===== src/rtl/a20_pkg.sv =====
package a20_pkg;
   localparam int BYTE_W = 8;
   typedef logic [BYTE_W-1:0] byte_t;

   // port select encoding at the host interface
   typedef enum logic {
      PORT_DATA = 1'b0,
      PORT_CMD  = 1'b1
   } port_e;

   // command sequencer state
   typedef enum logic {
      SEQ_IDLE  = 1'b0,
      SEQ_ARMED = 1'b1
   } seq_e;
endpackage


===== src/rtl/a20_busy_timer.sv =====
module a20_busy_timer #(
   parameter int unsigned CYCLES = 16
) (
   input  logic clk,
   input  logic rst_n,
   input  logic start,
   output logic busy
);
   generate
      if (CYCLES == 0) begin : g_no_wait
         logic unused_start;
         assign unused_start = start;
         assign busy = 1'b0;
      end else begin : g_counter
         localparam int CW = (CYCLES < 2) ? 1 : $clog2(CYCLES + 1);
         localparam logic [CW-1:0] LOAD = CW'(CYCLES);
         logic [CW-1:0] cnt_q;

         always_ff @(posedge clk) begin
            if (!rst_n)
               cnt_q <= '0;
            else if (start)
               cnt_q <= LOAD;
            else if (cnt_q != '0)
               cnt_q <= cnt_q - 1'b1;
         end

         assign busy = (cnt_q != '0);

         // the top must never start the timer while it is running
         p_start_idle_r6: assert property (@(posedge clk) disable iff (!rst_n)
            start |-> !busy);
         // busy is raised on the cycle after an accepted write
         p_busy_after_start_r5: assert property (@(posedge clk) disable iff (!rst_n)
            start |=> busy);
         // the last counted cycle is followed by idle
         p_busy_ends_r5: assert property (@(posedge clk) disable iff (!rst_n)
            (cnt_q == CW'(1)) |=> !busy);
      end
   endgenerate
endmodule


===== src/rtl/a20_cmd_seq.sv =====
module a20_cmd_seq
   import a20_pkg::*;
#(
   parameter byte_t CMD_WR_OUT = 8'hD1
) (
   input  logic  clk,
   input  logic  rst_n,
   input  logic  accept,
   input  port_e sel,
   input  byte_t din,
   output logic  load
);
   seq_e state_q;

   assign load = accept && (sel == PORT_DATA) && (state_q == SEQ_ARMED);

   always_ff @(posedge clk) begin
      if (!rst_n)
         state_q <= SEQ_IDLE;
      else if (accept)
         state_q <= ((sel == PORT_CMD) && (din == CMD_WR_OUT)) ? SEQ_ARMED : SEQ_IDLE;
   end

   // a load consumes the armed state
   p_one_load_r9: assert property (@(posedge clk) disable iff (!rst_n)
      load |=> (state_q == SEQ_IDLE));
   // without an accepted write the sequencer state holds
   p_state_hold_r6: assert property (@(posedge clk) disable iff (!rst_n)
      !accept |=> $stable(state_q));
endmodule


===== src/rtl/a20_outport.sv =====
module a20_outport
   import a20_pkg::*;
#(
   parameter byte_t       RST_VAL  = 8'hDD,
   parameter int unsigned GATE_BIT = 1
) (
   input  logic  clk,
   input  logic  rst_n,
   input  logic  load,
   input  byte_t din,
   output byte_t q,
   output logic  gate
);
   always_ff @(posedge clk) begin
      if (!rst_n)
         q <= RST_VAL;
      else if (load)
         q <= din;
   end

   assign gate = q[GATE_BIT];

   // the register changes only on a load
   p_hold_r7: assert property (@(posedge clk) disable iff (!rst_n)
      !load |=> $stable(q));
   // a load takes the presented byte
   p_load_r2: assert property (@(posedge clk) disable iff (!rst_n)
      load |=> (q == $past(din)));
endmodule


===== src/rtl/a20_gate_ctrl.sv =====
module a20_gate_ctrl
   import a20_pkg::*;
#(
   parameter int unsigned BUSY_CYCLES = 16,
   parameter byte_t       CMD_WR_OUT  = 8'hD1,
   parameter byte_t       OUTPORT_RST = 8'hDD,
   parameter int unsigned GATE_BIT    = 1,
   parameter int unsigned BUSY_BIT    = 1
) (
   input  logic       clk,
   input  logic       rst_n,
   input  logic       port_sel,
   input  logic       wr_en,
   input  logic [7:0] wr_data,
   input  logic       rd_en,
   output logic [7:0] rd_data,
   output logic       a20_gate,
   output logic [7:0] outport_dbg
);
   generate
      if (GATE_BIT >= BYTE_W) begin : g_bad_gate
         $error("GATE_BIT out of range");
      end
      if (BUSY_BIT >= BYTE_W) begin : g_bad_busy
         $error("BUSY_BIT out of range");
      end
      if (OUTPORT_RST[GATE_BIT % BYTE_W]) begin : g_bad_rst
         $error("reset value must leave the gate disabled");
      end
   endgenerate

   logic  busy;
   logic  accept;
   logic  load;
   port_e sel;
   byte_t status;

   assign sel    = port_e'(port_sel);
   assign accept = wr_en && !busy;

   a20_busy_timer #(.CYCLES(BUSY_CYCLES)) i_timer (
      .clk   (clk),
      .rst_n (rst_n),
      .start (accept),
      .busy  (busy)
   );

   a20_cmd_seq #(.CMD_WR_OUT(CMD_WR_OUT)) i_seq (
      .clk    (clk),
      .rst_n  (rst_n),
      .accept (accept),
      .sel    (sel),
      .din    (wr_data),
      .load   (load)
   );

   a20_outport #(.RST_VAL(OUTPORT_RST), .GATE_BIT(GATE_BIT)) i_port (
      .clk   (clk),
      .rst_n (rst_n),
      .load  (load),
      .din   (wr_data),
      .q     (outport_dbg),
      .gate  (a20_gate)
   );

   always_comb begin
      status           = '0;
      status[BUSY_BIT] = busy;
   end

   assign rd_data = (rd_en && (sel == PORT_CMD)) ? status : '0;

   // a write arriving while busy leaves the output port untouched
   p_ignored_write_r6: assert property (@(posedge clk) disable iff (!rst_n)
      (wr_en && busy) |=> $stable(outport_dbg));
   // the gate moves only when the stored byte moves
   p_gate_moves_r3: assert property (@(posedge clk) disable iff (!rst_n)
      !$stable(a20_gate) |-> !$stable(outport_dbg));
endmodule


===== config.mk =====
export PLATFORM = sky130hd
export DESIGN_NAME = a20_gate_ctrl
export DESIGN_NICKNAME = d
export VERILOG_FILES = /design/src/rtl/a20_pkg.sv /design/src/rtl/a20_busy_timer.sv /design/src/rtl/a20_cmd_seq.sv /design/src/rtl/a20_outport.sv /design/src/rtl/a20_gate_ctrl.sv
export SDC_FILE = /design/constraint.sdc
export NUM_CORES = 1
export LEC_CHECK = 0
export BUFFER_PORTS_ARGS = -buffer_cell sky130_fd_sc_hd__clkbuf_2
export CAP_MARGIN = 10
export CORE_MARGIN = 2
export CORE_UTILIZATION = 41
export DETAILED_ROUTE_END_ITERATION = 8
export GPL_ROUTABILITY_DRIVEN = 0
export HOLD_SLACK_MARGIN = 0.06
export PLACE_DENSITY_LB_ADDON = 0.15
export RECOVER_POWER = 25
export SETUP_SLACK_MARGIN = 0.4
export SLEW_MARGIN = 20
export SYNTH_ARGS = -nofsm -noshare
export SYNTH_HDL_FRONTEND = slang
export SYNTH_SLANG_ARGS = --single-unit
export TNS_END_PERCENT = 10

===== constraint.sdc =====
create_clock -name clk -period 1.6 [get_ports clk]
set_input_delay 0.32 -clock clk [delete_from_list [all_inputs] [get_ports clk]]
set_output_delay 0.32 -clock clk [all_outputs]
set_load 0.01 [all_outputs]

Word-level counts from Yosys, hierarchy flattened
Index checks and enable logic that the tools add are counted.
{ "op_classes": {"add_sub_neg": 1, "n_reduce_logical": 9, "n_mux": 4, "n_eq_ne": 1, "bitwise_logic": 2} }
{ "ops": {"columns": ["cell", "count"], "rows": [
  ["$mux 5", 2],
  ["$eq 8x8->1 const B", 1],
  ["$logic_and 1x1->1", 5],
  ["$reduce_bool 5->1", 1],
  ["$sub 5x1->5 const B", 1],
  ["$mux 2", 1],
  ["$not 1->1", 2],
  ["$reduce_bool 2->1", 1],
  ["$reduce_or 2->1", 1],
  ["$logic_not 1->1", 1],
  ["$mux 1", 1]
]} }
{ "word_totals": {"ff_bits": 14, "out_inout_bits": 17} }

Longest topological paths before layout
{ "logic_depth": {"depth_word": 5, "mapped_depth": 6, "ltp_nobuf": 5} }

Hierarchy
From an unflattened synthesis, not the netlist that was laid out.
{ "unflattened": {"cells_unflattened": 69, "area_unflattened_um2": 669.4} }
{ "modules_own_cells": {"columns": ["mod", "instances", "cells_each", "area_each_um2", "seq_area_each_um2"], "rows": [
  ["a20_outport", 1, 26, 294.0, 160.2],
  ["a20_busy_timer", 1, 24, 235.2, 100.1],
  ["a20_gate_ctrl", 1, 10, 72.6, 0.0],
  ["a20_cmd_seq", 1, 9, 67.6, 20.0]
]} }

Worst setup path before layout
No wires, ideal clock.
{ "synth_path": {"path_kind": "register to output", "start": "register i_timer.g_counter.cnt_q[0]", "end": "output port rd_data[1]", "path_buffers": 0, "arrival_ns": 1.248, "path_slack_ns": 0.032, "path_stages_with_launch": 5, "cell_sequence": "dfxtp_1 inv_1 ha_1 or4b_4 and3_1"} }
{ "synth_between": {"elab_chain_len": 2} }
{ "synth_lines": {"columns": ["item", "line", "text"], "rows": [
  ["start: declaration", "a20_busy_timer.sv:17", "logic [CW-1:0] cnt_q;"],
  ["start signal: assignment", "a20_busy_timer.sv:25", "cnt_q <= cnt_q - 1'b1;"],
  ["$reduce_bool 5->1", "a20_busy_timer.sv:28", "assign busy = (cnt_q != '0);"],
  ["$mux 2", "a20_gate_ctrl.sv:71", "assign rd_data = (rd_en && (sel == PORT_CMD)) ? status : '0;"],
  ["end: declaration", "a20_gate_ctrl.sv:16", "output logic [7:0] rd_data,"]
]} }
No other way between the ends.

Worst setup path after layout
Same ends and word-level chain as after synthesis.

==> reports/results.tsv <==
stage	metric	value	unit
final_layout	fillers	178	
sta	Final Hold Viols	0	
critical_path	Crit path required time	1.28	ns
grt	first-pass GRT wire length	2260	um
yosys	yosys warns	0	
sta	post-layout minimum cycle time	1.89	ns
yosys	flops & latches, synth	14	
die	row count	15	
hold_path	hold path depth	3	
clocking	CTS tree	built	
critical_path	terminus of the critical flop-to-flop path	i_timer.g_counter.cnt_q[1]	
die	die width	46.4	um
power	power per cell area	1260	nW/um2
placed_design	placed cell area	880	um2
clocking	Inserted Clock Buffers	3	
route	DRT Pass-1 Iters	4	
die	initial core utilization	43.2	%
yosys	Mapped Cells	79	
die	Core Region	1710	um2
grt	global route overflow	0	
critical_path	Reg2Reg Depth	7	
yosys	post-synth cell types	27	
sta	Final Slew Violations	0	
critical_path	startpoint types	flop	
clocking	number of clock sinks	14	
clocking	clk_lat worst skew	0.28	ns
sta	Hold WS	0.269	ns
critical_path	CP Launch Point	i_timer.g_counter.cnt_q[0]	
die	I/O pin count	30	
sta	fmax	528	MHz
grt	gr usage total	15.4	%
yosys	syn avg cell area	9.34	um2
route	Vias per Instance	4.49	
grt	largest net degree at the start of global routing	22	
flow_run	max_cap viols	0	
sta	RSZ-0062 raised after global routing	true	
critical_path	Crit Path Category	flop to output pin	
final_layout	NumNets Final	122	
placed_design	post-DP HPWL	987	um
power	Max VDD drop	0.902	mV
final_layout	Layout Area Growth over Synthesis	26.6	%
route	detailed-route via count	593	
die	die span in y	46.4	um
critical_path	CP Max Fanout	4	
critical_path	R2R Setup Slk	-0.01	ns
hold_path	hold endpoint	i_port.q[1]	
run_status	run status	finished with violations	
route	Initial DRC Count	5	
final_layout	proportion of layout cells with a drive suffix above 1	36.4	%
final_layout	Post-Layout Inst Area	935	um2
placed_design	Port-buffer cells	22	
yosys	mapped cell area	738	um2
clocking	CTS Hold Bufs	0	
final_layout	antenna cells	0	
sta	Setup violations, final	4	
clocking	H-tree depth	1	
sta	worst clock skew	0.000371	ns
critical_path	CP Capture Type	output pin	
route	Antenna Nets Post-Route	0	
route	Post-Route WL	1360	um
grt	initial antenna violation count	0	
hold_path	Hold Startpoint	wr_data[1]	
die	die area	2160	um2
power	static leakage	0.391	nW
route	DRC Markers	0	
clocking	deepest clock path buffer count	2	
grt	vias in the first global route	522	
sta	setup ws final	-0.294	ns
hold_path	type of the worst min-delay path	input pin to flop	
clocking	root buf cell	clkbuf_4	
run_status	failing checks	setup timing	
sta	Tcrit/Tclk final	118	%
route	DR WL/cell	10.3	um
final_layout	commonest non-fill, non-tap cells in the layout	18 x clkbuf_2, 12 x dfxtp_1, 11 x nor2b_1	
critical_path	CP arrival	1.57	ns
power	power consumption	1.18	mW
final_layout	commonest non-fill, non-tap cell in the layout	clkbuf_2	
yosys	sequential-to-total area share from yosys stat	38.0	%
critical_path	reg2reg start	i_timer.g_counter.cnt_q[0]	
clocking	Clock transition at path regs	0.09	ns
-- stage by stage --
stage,utilization [%],cells,setup slack [ns],setup TNS [ns]
2_1_floorplan,-,85,0.130,0
3_5_place_dp,51.5,126,0.00769,0
5_1_grt,54.7,132,-0.358,-0.668
3_3_place_gp,51.5,126,0.0182,0
4_1_cts,54.5,132,-0.299,-0.299
6_report,54.7,132,-0.294,-0.330
-- registers in the layout (all words and copies together), names as in the netlist --
name and cells:
i_port.q 8, i_timer.g_counter.cnt_q 5, i_seq.state_q 1
-- power breakdown --
part           internal, mW  switching (mW)  total (mW)
Clock                 0.138           0.121       0.260
Combinational         0.268           0.220       0.488
Sequential            0.398          0.0352       0.433
Total                 0.804           0.377        1.18
-- cells by family (layout without fill, tap and decap cells) --
group | count (synthesis) | in the layout | share of synthesized area [%]
and+or+nand+nor | 34 | 34 | 29.5
DFF | 14 | 14 | 38.0
buffers and inverters | 13 | 35 | 11.9
muxes | 8 | 8 | 10.8
AOI/OAI and AO/OA | 7 | 7 | 6.44
adders and majority gates | 1 | 1 | 1.69
other | 1 | 7 | 0.508
xor gates and xnor gates | 1 | 1 | 1.19
-- layer usage --
metal  GRT usage [%]  share of wire [%]  routed length [um]
met5               0                  0                   0
met1            19.6                 49                 666
met2            22.8                 44                 595
met4            12.0                1.3                  18
met3            2.35                5.8                  79
-- final cells by class --
type                       instances  area [um2]  share of cell area [%]
tap                               25        31.3                    3.35
inverter                           2        7.51                   0.803
timing repair buffer              29         158                    16.9
multi-input combinational         58         419                    44.8
sequential                        14         283                    30.3
clock buffer                       4        36.3                    3.88
-- cell usage after synthesis --
cell type,number,area share (%)
clkbuf_1,1,0.51
a21boi_1,2,2.0
and4b_1,1,1.4
conb_1,1,0.51
buf_6,1,1.5
buf_2,1,0.68
or4b_2,1,1.4
ha_1,1,1.7
nand2b_1,2,1.7
nor2_1,3,1.5
nor4b_2,1,2.0
buf_4,8,8.1
inv_1,2,1.0
xnor2_1,1,1.2
dfxtp_1,14,38
o21ai_0,1,0.68
nor2b_1,11,9.3
or4b_4,1,1.9
and3_1,1,0.85
and2b_1,1,1.0
mux2i_1,8,11
nor4_2,1,1.7
nand4b_1,1,1.2
a21oi_1,1,0.68
nand2_1,7,3.6
o21a_1,3,3.1
nor3_1,3,2.0
-- how the worst max path moves through the flow --
stage | endpoint | slack (ns) | depth (start not counted)
2_1_floorplan | rd_data[1] | 0.13 | 4
3_3_place_gp | rd_data[1] | 0.02 | 5
3_5_place_dp | rd_data[1] | 0.008 | 5
4_1_cts | rd_data[1] | -0.30 | 5
5_1_grt | rd_data[1] | -0.36 | 5
6_report | rd_data[1] | -0.29 | 5
-- critical path, cell delays in order, from the launching register on --
cell and delay [ns]:
dfxtp_2 0.33, inv_2 0.07, ha_4 0.14, or4b_4 0.47
and3_4 0.16, clkbuf_2 0.12
-- timing repair --
item                                    CTS  global route
endpoints found under the setup margin   14            15
resized for setup                         0             1
pin swaps                                 3             0
buffers inserted                          2             0
(Power assumes the default switching activity.)
